$ cat src/rtl/aud_tx_pkg.sv
`timescale 1ns/1ps
package aud_tx_pkg;

  localparam int unsigned DATA_W     = 32;
  localparam int unsigned REG_ADDR_W = 5;
  localparam int unsigned IDX_W      = REG_ADDR_W - 2;

  // configuration word, most significant field first
  typedef struct packed {
    logic [3:0] chan;
    logic [3:0] trig;
    logic [1:0] rsv_hi;
    logic [5:0] res;
    logic [7:0] ratio;
    logic [4:0] rsv_lo;
    logic       left_first;
    logic       irq_en;
    logic       tx_en;
  } cfg_t;

  localparam logic [DATA_W-1:0] CFG_WMASK = 32'hFF3F_FF07;
  localparam logic [3:0]        TRIG_TOP  = 4'd14;

  localparam int unsigned NSRC     = 2;
  localparam int unsigned SRC_UNDR = 0;
  localparam int unsigned SRC_LOW  = 1;

  localparam logic [IDX_W-1:0] IDX_VER  = 3'd0;
  localparam logic [IDX_W-1:0] IDX_CFG  = 3'd1;
  localparam logic [IDX_W-1:0] IDX_MASK = 3'd2;
  localparam logic [IDX_W-1:0] IDX_STAT = 3'd3;

endpackage

$ cat src/rtl/aud_tx_fifo.sv
`timescale 1ns/1ps
module aud_tx_fifo #(
  parameter int unsigned DEPTH = 16,
  parameter int unsigned W     = 32,
  localparam int unsigned PTR_W = $clog2(DEPTH),
  localparam int unsigned CNT_W = PTR_W + 1
) (
  input  logic             clk,
  input  logic             rst_n,
  input  logic             push_i,
  input  logic [W-1:0]     data_i,
  input  logic             pop_i,
  output logic [W-1:0]     head_o,
  output logic [CNT_W-1:0] occ_o,
  output logic             empty_o
);

  localparam logic [CNT_W-1:0] FULL_C = CNT_W'(DEPTH);

  logic [W-1:0]     mem [DEPTH];
  logic [PTR_W-1:0] wr_ptr_q, wr_ptr_d;
  logic [PTR_W-1:0] rd_ptr_q, rd_ptr_d;
  logic [CNT_W-1:0] occ_q, occ_d;
  logic             full, push_ok, pop_ok;

  always_comb begin
    full     = (occ_q == FULL_C);
    push_ok  = push_i & ~full;
    pop_ok   = pop_i & (occ_q != '0);
    wr_ptr_d = push_ok ? wr_ptr_q + PTR_W'(1) : wr_ptr_q;
    rd_ptr_d = pop_ok  ? rd_ptr_q + PTR_W'(1) : rd_ptr_q;
    case ({push_ok, pop_ok})
      2'b10:   occ_d = occ_q + CNT_W'(1);
      2'b01:   occ_d = occ_q - CNT_W'(1);
      default: occ_d = occ_q;
    endcase
  end

  always_ff @(posedge clk or negedge rst_n) begin
    if (!rst_n) begin
      wr_ptr_q <= '0;
      rd_ptr_q <= '0;
      occ_q    <= '0;
    end else begin
      wr_ptr_q <= wr_ptr_d;
      rd_ptr_q <= rd_ptr_d;
      occ_q    <= occ_d;
    end
  end

  // storage carries no reset; each slot has its own write enable
  for (genvar g = 0; g < DEPTH; g++) begin : g_slot
    logic slot_we;
    assign slot_we = push_ok & (wr_ptr_q == PTR_W'(g));
    always_ff @(posedge clk) begin
      if (slot_we) mem[g] <= data_i;
    end
  end

  assign head_o  = mem[rd_ptr_q];
  assign occ_o   = occ_q;
  assign empty_o = (occ_q == '0);

endmodule

$ cat src/rtl/aud_tx_cond.sv
`timescale 1ns/1ps
module aud_tx_cond
  import aud_tx_pkg::*;
#(
  parameter int unsigned DEPTH = 16,
  localparam int unsigned CNT_W = $clog2(DEPTH) + 1
) (
  input  logic [CNT_W-1:0] occ_i,
  input  logic [3:0]       trig_i,
  output logic [NSRC-1:0]  cond_o
);

  localparam logic [CNT_W-1:0] DEPTH_C = CNT_W'(DEPTH);

  logic [CNT_W-1:0] thresh;

  always_comb begin
    thresh           = DEPTH_C >> trig_i;
    cond_o           = '0;
    cond_o[SRC_UNDR] = (occ_i == '0);
    cond_o[SRC_LOW]  = (occ_i < thresh);
  end

endmodule

$ cat src/rtl/aud_tx_regbank.sv
`timescale 1ns/1ps
module aud_tx_regbank
  import aud_tx_pkg::*;
(
  input  logic              clk,
  input  logic              rst_n,
  input  logic              cfg_we,
  input  logic              mask_we,
  input  logic              stat_we,
  input  logic [DATA_W-1:0] wdata,
  input  logic [NSRC-1:0]   cond_i,
  output cfg_t              cfg_o,
  output logic [NSRC-1:0]   mask_o,
  output logic [NSRC-1:0]   stat_o,
  output logic              irq_o
);

  cfg_t            cfg_q, cfg_d, cfg_w;
  logic [NSRC-1:0] mask_q, mask_d;
  logic [NSRC-1:0] stat_q, stat_d;

  always_comb begin
    cfg_w = cfg_t'(wdata & CFG_WMASK);
    if (cfg_w.trig > TRIG_TOP) cfg_w.trig = TRIG_TOP;
    cfg_d  = cfg_we  ? cfg_w : cfg_q;
    mask_d = mask_we ? wdata[NSRC-1:0] : mask_q;
    for (int i = 0; i < NSRC; i++) begin
      stat_d[i] = (stat_we & wdata[i]) ? 1'b0 : (stat_q[i] | cond_i[i]);
    end
  end

  always_ff @(posedge clk or negedge rst_n) begin
    if (!rst_n) begin
      cfg_q  <= '0;
      mask_q <= '0;
      stat_q <= '0;
    end else begin
      cfg_q  <= cfg_d;
      mask_q <= mask_d;
      stat_q <= stat_d;
    end
  end

  assign cfg_o  = cfg_q;
  assign mask_o = mask_q;
  assign stat_o = stat_q;
  assign irq_o  = cfg_q.irq_en & |(stat_q & mask_q);

endmodule

$ cat src/rtl/aud_tx_regif.sv
`timescale 1ns/1ps
module aud_tx_regif
  import aud_tx_pkg::*;
#(
  parameter int unsigned       DEPTH   = 16,
  parameter logic [DATA_W-1:0] VERSION = 32'h0001_0002,
  localparam int unsigned      CNT_W   = $clog2(DEPTH) + 1
) (
  input  logic                  clk,
  input  logic                  rst_n,
  input  logic                  bus_wr,
  input  logic [REG_ADDR_W-1:0] bus_addr,
  input  logic [DATA_W-1:0]     bus_wdata,
  output logic [DATA_W-1:0]     bus_rdata,
  output logic                  irq_o,
  input  logic                  fifo_pop_i,
  output logic [DATA_W-1:0]     fifo_word_o,
  output logic                  fifo_empty_o,
  output logic                  tx_en_o,
  output logic                  left_first_o,
  output logic [7:0]            ratio_o,
  output logic [5:0]            res_o,
  output logic [3:0]            trig_o,
  output logic [3:0]            chan_o
);

  logic [IDX_W-1:0] idx;
  logic             is_data;
  logic             cfg_we, mask_we, stat_we, push;
  cfg_t             cfg_w;
  logic [NSRC-1:0]  mask_w, stat_w, cond_w;
  logic [CNT_W-1:0] occ_w;
  logic             unused_addr;

  assign idx         = bus_addr[REG_ADDR_W-1:2];
  assign is_data     = idx[IDX_W-1];
  assign unused_addr = ^bus_addr[1:0];

  always_comb begin
    cfg_we  = bus_wr & (idx == IDX_CFG);
    mask_we = bus_wr & (idx == IDX_MASK);
    stat_we = bus_wr & (idx == IDX_STAT);
    push    = bus_wr & is_data;
  end

  always_comb begin
    bus_rdata = '0;
    if (!is_data) begin
      case (idx)
        IDX_VER:  bus_rdata = VERSION;
        IDX_CFG:  bus_rdata = DATA_W'(cfg_w);
        IDX_MASK: bus_rdata = DATA_W'(mask_w);
        IDX_STAT: bus_rdata = DATA_W'(stat_w);
        default:  bus_rdata = '0;
      endcase
    end
  end

  aud_tx_fifo #(.DEPTH(DEPTH), .W(DATA_W)) u_fifo (
    .clk     (clk),
    .rst_n   (rst_n),
    .push_i  (push),
    .data_i  (bus_wdata),
    .pop_i   (fifo_pop_i),
    .head_o  (fifo_word_o),
    .occ_o   (occ_w),
    .empty_o (fifo_empty_o)
  );

  aud_tx_cond #(.DEPTH(DEPTH)) u_cond (
    .occ_i  (occ_w),
    .trig_i (cfg_w.trig),
    .cond_o (cond_w)
  );

  aud_tx_regbank u_regs (
    .clk     (clk),
    .rst_n   (rst_n),
    .cfg_we  (cfg_we),
    .mask_we (mask_we),
    .stat_we (stat_we),
    .wdata   (bus_wdata),
    .cond_i  (cond_w),
    .cfg_o   (cfg_w),
    .mask_o  (mask_w),
    .stat_o  (stat_w),
    .irq_o   (irq_o)
  );

  assign tx_en_o      = cfg_w.tx_en;
  assign left_first_o = cfg_w.left_first;
  assign ratio_o      = cfg_w.ratio;
  assign res_o        = cfg_w.res;
  assign trig_o       = cfg_w.trig;
  assign chan_o       = cfg_w.chan;

endmodule

$ cat config.mk
export PLATFORM = sky130hd
export DESIGN_NAME = aud_tx_regif
export DESIGN_NICKNAME = d
export VERILOG_FILES = /design/src/rtl/aud_tx_pkg.sv /design/src/rtl/aud_tx_fifo.sv /design/src/rtl/aud_tx_cond.sv /design/src/rtl/aud_tx_regbank.sv /design/src/rtl/aud_tx_regif.sv
export SDC_FILE = /design/constraint.sdc
export NUM_CORES = 1
export LEC_CHECK = 0
export BUFFER_PORTS_ARGS = -buffer_cell sky130_fd_sc_hd__buf_2
export CORE_ASPECT_RATIO = 0.8
export CORE_MARGIN = 4
export CORE_UTILIZATION = 57
export DETAILED_ROUTE_END_ITERATION = 12
export GPL_ROUTABILITY_DRIVEN = 0
export HOLD_SLACK_MARGIN = 0.1
export PLACE_DENSITY_LB_ADDON = 0.05
export SKIP_LAST_GASP = 1
export SYNTH_ARGS = -nofsm -noshare
export SYNTH_HDL_FRONTEND = slang
export SYNTH_SLANG_ARGS = --single-unit
$ cat constraint.sdc
create_clock -name clk -period 5.35 [get_ports clk]
set_clock_uncertainty 0.1 [all_clocks]
set_input_delay 0.535 -clock clk [delete_from_list [all_inputs] [get_ports clk]]
set_output_delay 0.535 -clock clk [all_outputs]
set_load 0.005 [all_outputs]
# ---- Yosys cells after proc, flatten, opt, wreduce, memory -nomap -nowiden
# Memories as Yosys holds them, arrays and structs flattened.
# Index checks and enable logic that the tools add are counted.
# W data, S select, Z words.
dict set report totals {
  ff_bits 42
  mem_bits_rw 512
  in_bits 41
  output_inout_bits 90
  elab_cells 174
  n_memories 1
}
dict set report classes {
  add_sub_neg 4
  magnitude_cmp 2
  eq_ne 21
  shift 1
  muxes 83
  bitwise_logic 29
  reduce_logical 21
}
# memory depth width rd rd_clocked_by_memory_dff wr line
set mem_list {}
lappend mem_list {u_fifo.mem 16 32 1 0 1 aud_tx_fifo.sv:20} ;# logic [W-1:0] mem [DEPTH];
# operator count
set op_table {}
lappend op_table {{$mux W32} 16}
lappend op_table {{$reduce_or A32 Y1} 15}
lappend op_table {{$pmux W32 S4} 1}
lappend op_table {{$mux W4} 16}
lappend op_table {{$mux W1} 49}
lappend op_table {{$eq A4 B4 Y1 const B} 8}
lappend op_table {{$and A1 B1 Y1} 25}
lappend op_table {{$eq A4 B3 Y1 const B} 4}
lappend op_table {{$pmux W5 S2} 1}
lappend op_table {{$add A4 B1 Y4 const B} 2}
lappend op_table {{$eq A4 B2 Y1 const B} 2}
lappend op_table {{$eq A3 B2 Y1 const B} 2}
lappend op_table {{$add A5 B1 Y5 const B} 1}
lappend op_table {{$eq A5 B5 Y1 const B} 1}
lappend op_table {{$logic_not A5 Y1} 1}
lappend op_table {{$lt A5 B5 Y1} 1}
lappend op_table {{$reduce_bool A5 Y1} 1}
lappend op_table {{$shr A5 B4 Y5 const A} 1}
lappend op_table {{$sub A5 B1 Y5 const B} 1}
lappend op_table {{$eq A4 B1 Y1 const B} 1}
lappend op_table {{$gt A4 B4 Y1 const B} 1}
lappend op_table {{$logic_not A4 Y1} 1}
lappend op_table {{$eq A3 B1 Y1 const B} 1}
lappend op_table {{$logic_not A3 Y1} 1}
lappend op_table {{7 further kinds} 8}

# ---- Logic depth before layout (Yosys ltp)
dict set report depth {
  ltp_word 22
  mapped_depth 12
  ltp_nobuf 10
}

# ---- Hierarchy
# From an unflattened synthesis, not the netlist that was laid out.
dict set report unflattened {
  hier_cells 1149
  area_unflattened_um2 22086.2
}
# mod instances cells_each area_per_inst_um2 seq_area_each_um2
set modules_own_cells {}
lappend modules_own_cells {aud_tx_fifo 1 1006 20414.6 15700.1}
lappend modules_own_cells {aud_tx_regbank 1 74 1174.9 725.7}
lappend modules_own_cells {aud_tx_regif 1 48 347.8 0.0}
lappend modules_own_cells {aud_tx_cond 1 21 148.9 0.0}

# ---- Worst setup path before layout
# Ideal clock, no wire load.
dict set report synth_path {
  path_kind {reg2reg}
  start {reg u_fifo.occ_q[2] (netlist: u_fifo.occ_o[2])}
  end {mem u_fifo.mem[0][0], enable pin}
  setup_time_ns 0.502
  arrival_time_ns 4.046
  t_required_ns 4.748
  slack_ns 0.702
  path_stages_with_launch 6
  n_path_buf 1
  period_less_slack_ns 4.648
  cell_sequence {dfrtp_1 buf_2 nor4_2 a21oi_2 inv_2 nor4_1}
}
dict set report synth_via {
  word_cells_on_any_way 96
  classes_between {eq/ne: 1; mux: 62; bitwise: 18; reduce/logical: 15}
}
# item line
set synth_lines {}
lappend synth_lines {{start, declared} aud_tx_fifo.sv:23} ;# logic [CNT_W-1:0] occ_q, occ_d;
lappend synth_lines {{start signal, assigned} aud_tx_fifo.sv:43} ;# occ_q <= '0;
lappend synth_lines {{start signal, assigned} aud_tx_fifo.sv:47} ;# occ_q <= occ_d;
lappend synth_lines {{$eq A5 B5 Y1} aud_tx_fifo.sv:27} ;# full = (occ_q == FULL_C);
lappend synth_lines {{$not A1 Y1} aud_tx_fifo.sv:28} ;# push_ok = push_i & ~full;
lappend synth_lines {{$and A1 B1 Y1} aud_tx_fifo.sv:28}
lappend synth_lines {{$and A1 B1 Y1} aud_tx_fifo.sv:54} ;# assign slot_we = push_ok & (wr_ptr_q == PTR_W'(g));
lappend synth_lines {{via u_fifo.g_slot[0].slot_we} aud_tx_fifo.sv:53} ;# logic slot_we;
lappend synth_lines {{$mux W1} aud_tx_fifo.sv:56} ;# if (slot_we) mem[g] <= data_i;
lappend synth_lines {{$mux W1 (not written as such)} aud_tx_fifo.sv:56}
lappend synth_lines {{$mux W1 (no source line) (15 in a row)} --}
lappend synth_lines {{end, declared} aud_tx_fifo.sv:20}
# The timed path passes the listed nets, and every way through them passes these cells.

# ---- Final worst setup path
dict set report layout_path {
  start {reg u_fifo.rd_ptr_q[1]}
  end {out fifo_word_o[15]}
}
dict set report layout_via {
  elab_chain_cells 1
}
# item line
set layout_rtl {}
lappend layout_rtl {{start, declared} aud_tx_fifo.sv:22} ;# logic [PTR_W-1:0] rd_ptr_q, rd_ptr_d;
lappend layout_rtl {{start signal, assigned} aud_tx_fifo.sv:46} ;# rd_ptr_q <= rd_ptr_d;
lappend layout_rtl {{$mem_v2 Z16 W32} --}
lappend layout_rtl {{end, declared} aud_tx_regif.sv:17} ;# output logic [DATA_W-1:0] fifo_word_o,
# Every way passes these cells.

==> reports/summary.txt <==
CTS tree -> yes
H-tree depth -> 2
Worst hold path class -> in2reg
Ys async rst share -> 7.58%
Via count -> 11.3k
Inserted Clock Buffers -> 53
Top-area cell type share of the netlist area -> 69.3%
Fraction of layout instances using a drive strength above 1 -> 26.2%
Initial antenna violation count -> 1
Pwr Density -> 504 mW/mm²
Clock Path Buffers -> 3
# nets final -> 1345
Clock Latency Late Sink -> 0.58 ns
Critical path fanouts, max -> 68
Worst Reg-to-Reg Cells -> 9
Synth Area per Inst -> 18.9 µm²
Die Y -> 184 µm
Leading area contributor after synthesis -> edfxtp_1
Final count of pins violating max slew -> 0
Largest net degree at the start of global routing -> 69
Tcrit/Tclk final -> 82.3%
N_diodes -> 0
Mapped Area -> 0.0222 mm²
Resized cells post-CTS -> 0
Overall die width -> 228 µm
Area Growth Syn to Fin -> 12.4%
Root Driver -> clkbuf_16
Drt first pass iters -> 7
Seq/Total Area, Yosys -> 74.1%
Max Fclk -> 0.227 GHz
Post-route ant nets -> 0
Hold wc startpoint -> bus_wdata[7]
Wire per inst -> 26.4 µm
IO Pins -> 131
Final Hold Viols -> 0
Core box area -> 0.0384 mm²
Rows -> 64
Status -> completed
Max Cap Viol -> 0
DPL Wire Length -> 26.0 mm
Min cycle time layout -> 4.40 ns
Hold depth -> 1
Overall power -> 12.6 mW
RSZ-0062 raised after global routing -> false
Register bit count reported by yosys -> 554
Post-synth EDFFs -> 512
Via/cell ratio -> 6.16
Final setup viols -> 0
Reg-to-Reg Start -> u_fifo.occ_o[2]$_DFFE_PN0P_
Reg clk slew, reported paths -> 0.06 ns
Leak pwr -> 8.73 nW
TNS Setup -> 0 ns
Remaining global-route overflow -> 0
# DRC -> 0
Worst path required time -> 4.72 ns
Top_reg_cell synth -> edfxtp_1
CP cell instances -> and2_2, buf_4, a221oi_1, a22oi_1, nand2_1, buf_2
Slew margin rel. -> 22.0%
# port buffers -> 121
GRT Util Overall -> 23.2%
Post-synth cell types -> 48
R2R setup slack -> 2.08 ns
Slew at the pin closest to its max-slew limit -> 1.17 ns
Filler cells -> 2625
Max rail drop VDD -> 367 µV
Critical path arrival -> 3.77 ns
Largest cells by area after synthesis -> edfxtp_1 (69%), mux4_2 (6.3%), mux2i_1 (5.8%), dfrtp_1 (4.7%), a221oi_1 (2.5%)
Worst Hold End -> u_fifo.mem[15][7]$_DFFE_PP_
Die area -> 0.0421 mm²
Setup CP Type -> reg2out
First-pass GRT wire length -> 72.6 mm
Routed WL -> 48.4 mm
FF-to-FF End -> u_fifo.occ_o[4]$_DFFE_PN0P_
Vias in the first global route -> 11.3k
Ys Warns -> 0
Critical-path top delay cell -> dfrtp_4
Drt initial violations -> 979
Crit-path max cell delay -> 1.18 ns
Synth Instances -> 1171
Crit path capture type -> primary output
CP Launch Type -> flip-flop
# clock sinks -> 554
Initial Utilization -> 57.8%
cells in the final DEF (no fill, tap or decap), drive strengths merged, types with 7 or more instances in the layout:
cell | synthesis | routed
clkbuf | 20 | 74
mux2 | 28 | 28
clkinv | 0 | 18
a21oi | 8 | 8
nor2 | 11 | 11
mux2i | 129 | 129
buf | 73 | 152
edfxtp | 512 | 512
o21ai | 36 | 36
nand2 | 39 | 39
inv | 12 | 13
a221oi | 64 | 64
dfrtp | 42 | 42
and2 | 33 | 33
a22oi | 35 | 35
ha | 12 | 12
conb | 1 | 7
mux4 | 64 | 64
synthesized netlist by cell type, types with 4 or more instances:
| library cell | count |
|---|---|
| buf_4 | 30 |
| buf_2 | 21 |
| xnor2_1 | 6 |
| dfrtp_1 | 42 |
| a22oi_1 | 35 |
| edfxtp_1 | 512 |
| clkbuf_1 | 20 |
| and2_1 | 33 |
| nor4_1 | 4 |
| a221oi_1 | 64 |
| o21ai_0 | 36 |
| mux2_2 | 28 |
| nand3_1 | 6 |
| inv_1 | 11 |
| buf_6 | 21 |
| mux4_2 | 62 |
| nor2_1 | 11 |
| a21oi_1 | 7 |
| mux2i_1 | 129 |
| xor2_1 | 5 |
| ha_1 | 12 |
| nand2_1 | 39 |
how the worst max path moves through the flow:
stage,depth (start not counted),start,slack (ns),end
2_1_floorplan,5,u_fifo.occ_o[2]$_DFFE_PN0P_,0.70,u_fifo.mem[0][0]$_DFFE_PP_
3_3_place_gp,6,u_fifo.rd_ptr_q[1]$_DFFE_PN0P_,1.60,fifo_word_o[15]
3_5_place_dp,6,u_fifo.rd_ptr_q[1]$_DFFE_PN0P_,1.62,fifo_word_o[15]
4_1_cts,6,u_fifo.rd_ptr_q[1]$_DFFE_PN0P_,0.96,fifo_word_o[15]
5_1_grt,6,u_fifo.rd_ptr_q[1]$_DFFE_PN0P_,0.74,fifo_word_o[15]
6_report,6,u_fifo.rd_ptr_q[1]$_DFFE_PN0P_,0.95,fifo_word_o[15]
power by group:
| part | switching (mW) | internal, mW |
|---|---|---|
| clock network | 1.52 | 2.23 |
| logic | 1.75 | 1.54 |
| registers | 0.490 | 5.04 |
stage by stage:
| stage | instance area [µm²] | cells | setup WS [ns] | util [%] | hold WS (ns) |
|---|---|---|---|---|---|
| floorplan | 22200 | 1177 | 0.702 | - | 0.139 |
| global placement | 23100 | 1731 | 1.60 | 60.3 | 0.398 |
| detailed placement | 23100 | 1731 | 1.62 | 60.3 | 0.410 |
| CTS | 24900 | 1831 | 0.959 | 65.0 | 0.198 |
| global route | 24900 | 1831 | 0.742 | 65.0 | 0.203 |
| finish | 24900 | 1831 | 0.949 | 65.0 | 0.224 |
metal layers:
layer / vias up / GRT usage, % / part of all wire [%]
met4: 2 / 4.87 / 1.4
met1: 5865 / 34.9 / 45
met5: - / 0 / 0.027
met3: 59 / 4.45 / 6.9
met2: 376 / 36.1 / 46
li1: 4973 / - / -
layout make-up:
cell class,count,area (µm²),share of cell area (%)
Sequential cell,554,16400,65.9
Multi-Input combinational cell,518,5160,20.7
Clock buffer,74,1530,6.13
Timing Repair Buffer,153,898,3.60
Tap cell,495,619,2.48
Clock inverter,25,245,0.984
Inverter,12,45.0,0.181
critical path, delay by kind of cell (launching register included):
kind,cells,cell delay [ns]
simple gates,2,0.94
flops,1,1.18
compound gates,2,0.43
buf+inv,2,0.60
cells by family (layout without fill, tap and decap cells):
logic type / count (synthesis) / after routing / share of synthesized area (%)
DFF: 554 / 554 / 74.1
muxes: 221 / 221 / 13.8
AOI/OAI and AO/OA: 153 / 153 / 5.08
and+or+nand+nor: 114 / 114 / 2.80
buffers and inverters: 105 / 264 / 3.12
adders and majority gates: 12 / 12 / 0.677
xor gates and xnor gates: 11 / 11 / 0.435
other: 1 / 7 / 0.0169
repair_timing:
action	in CTS	in global routing
endpoints found under the hold margin	42	0
hold buffers	1	0
buffers inserted	0	0
setup endpoints to repair	0	0
flip-flops by register name (all words and copies together) (netlist names):
signal / count
u_fifo.mem: 512
u_regs.cfg_o: 25
u_fifo.occ_o: 5
u_fifo.rd_ptr_q: 4
u_fifo.wr_ptr_q: 4
u_regs.mask_o: 2
u_regs.stat_o: 2
No activity file was read; power rests on OpenSTA's default activity.
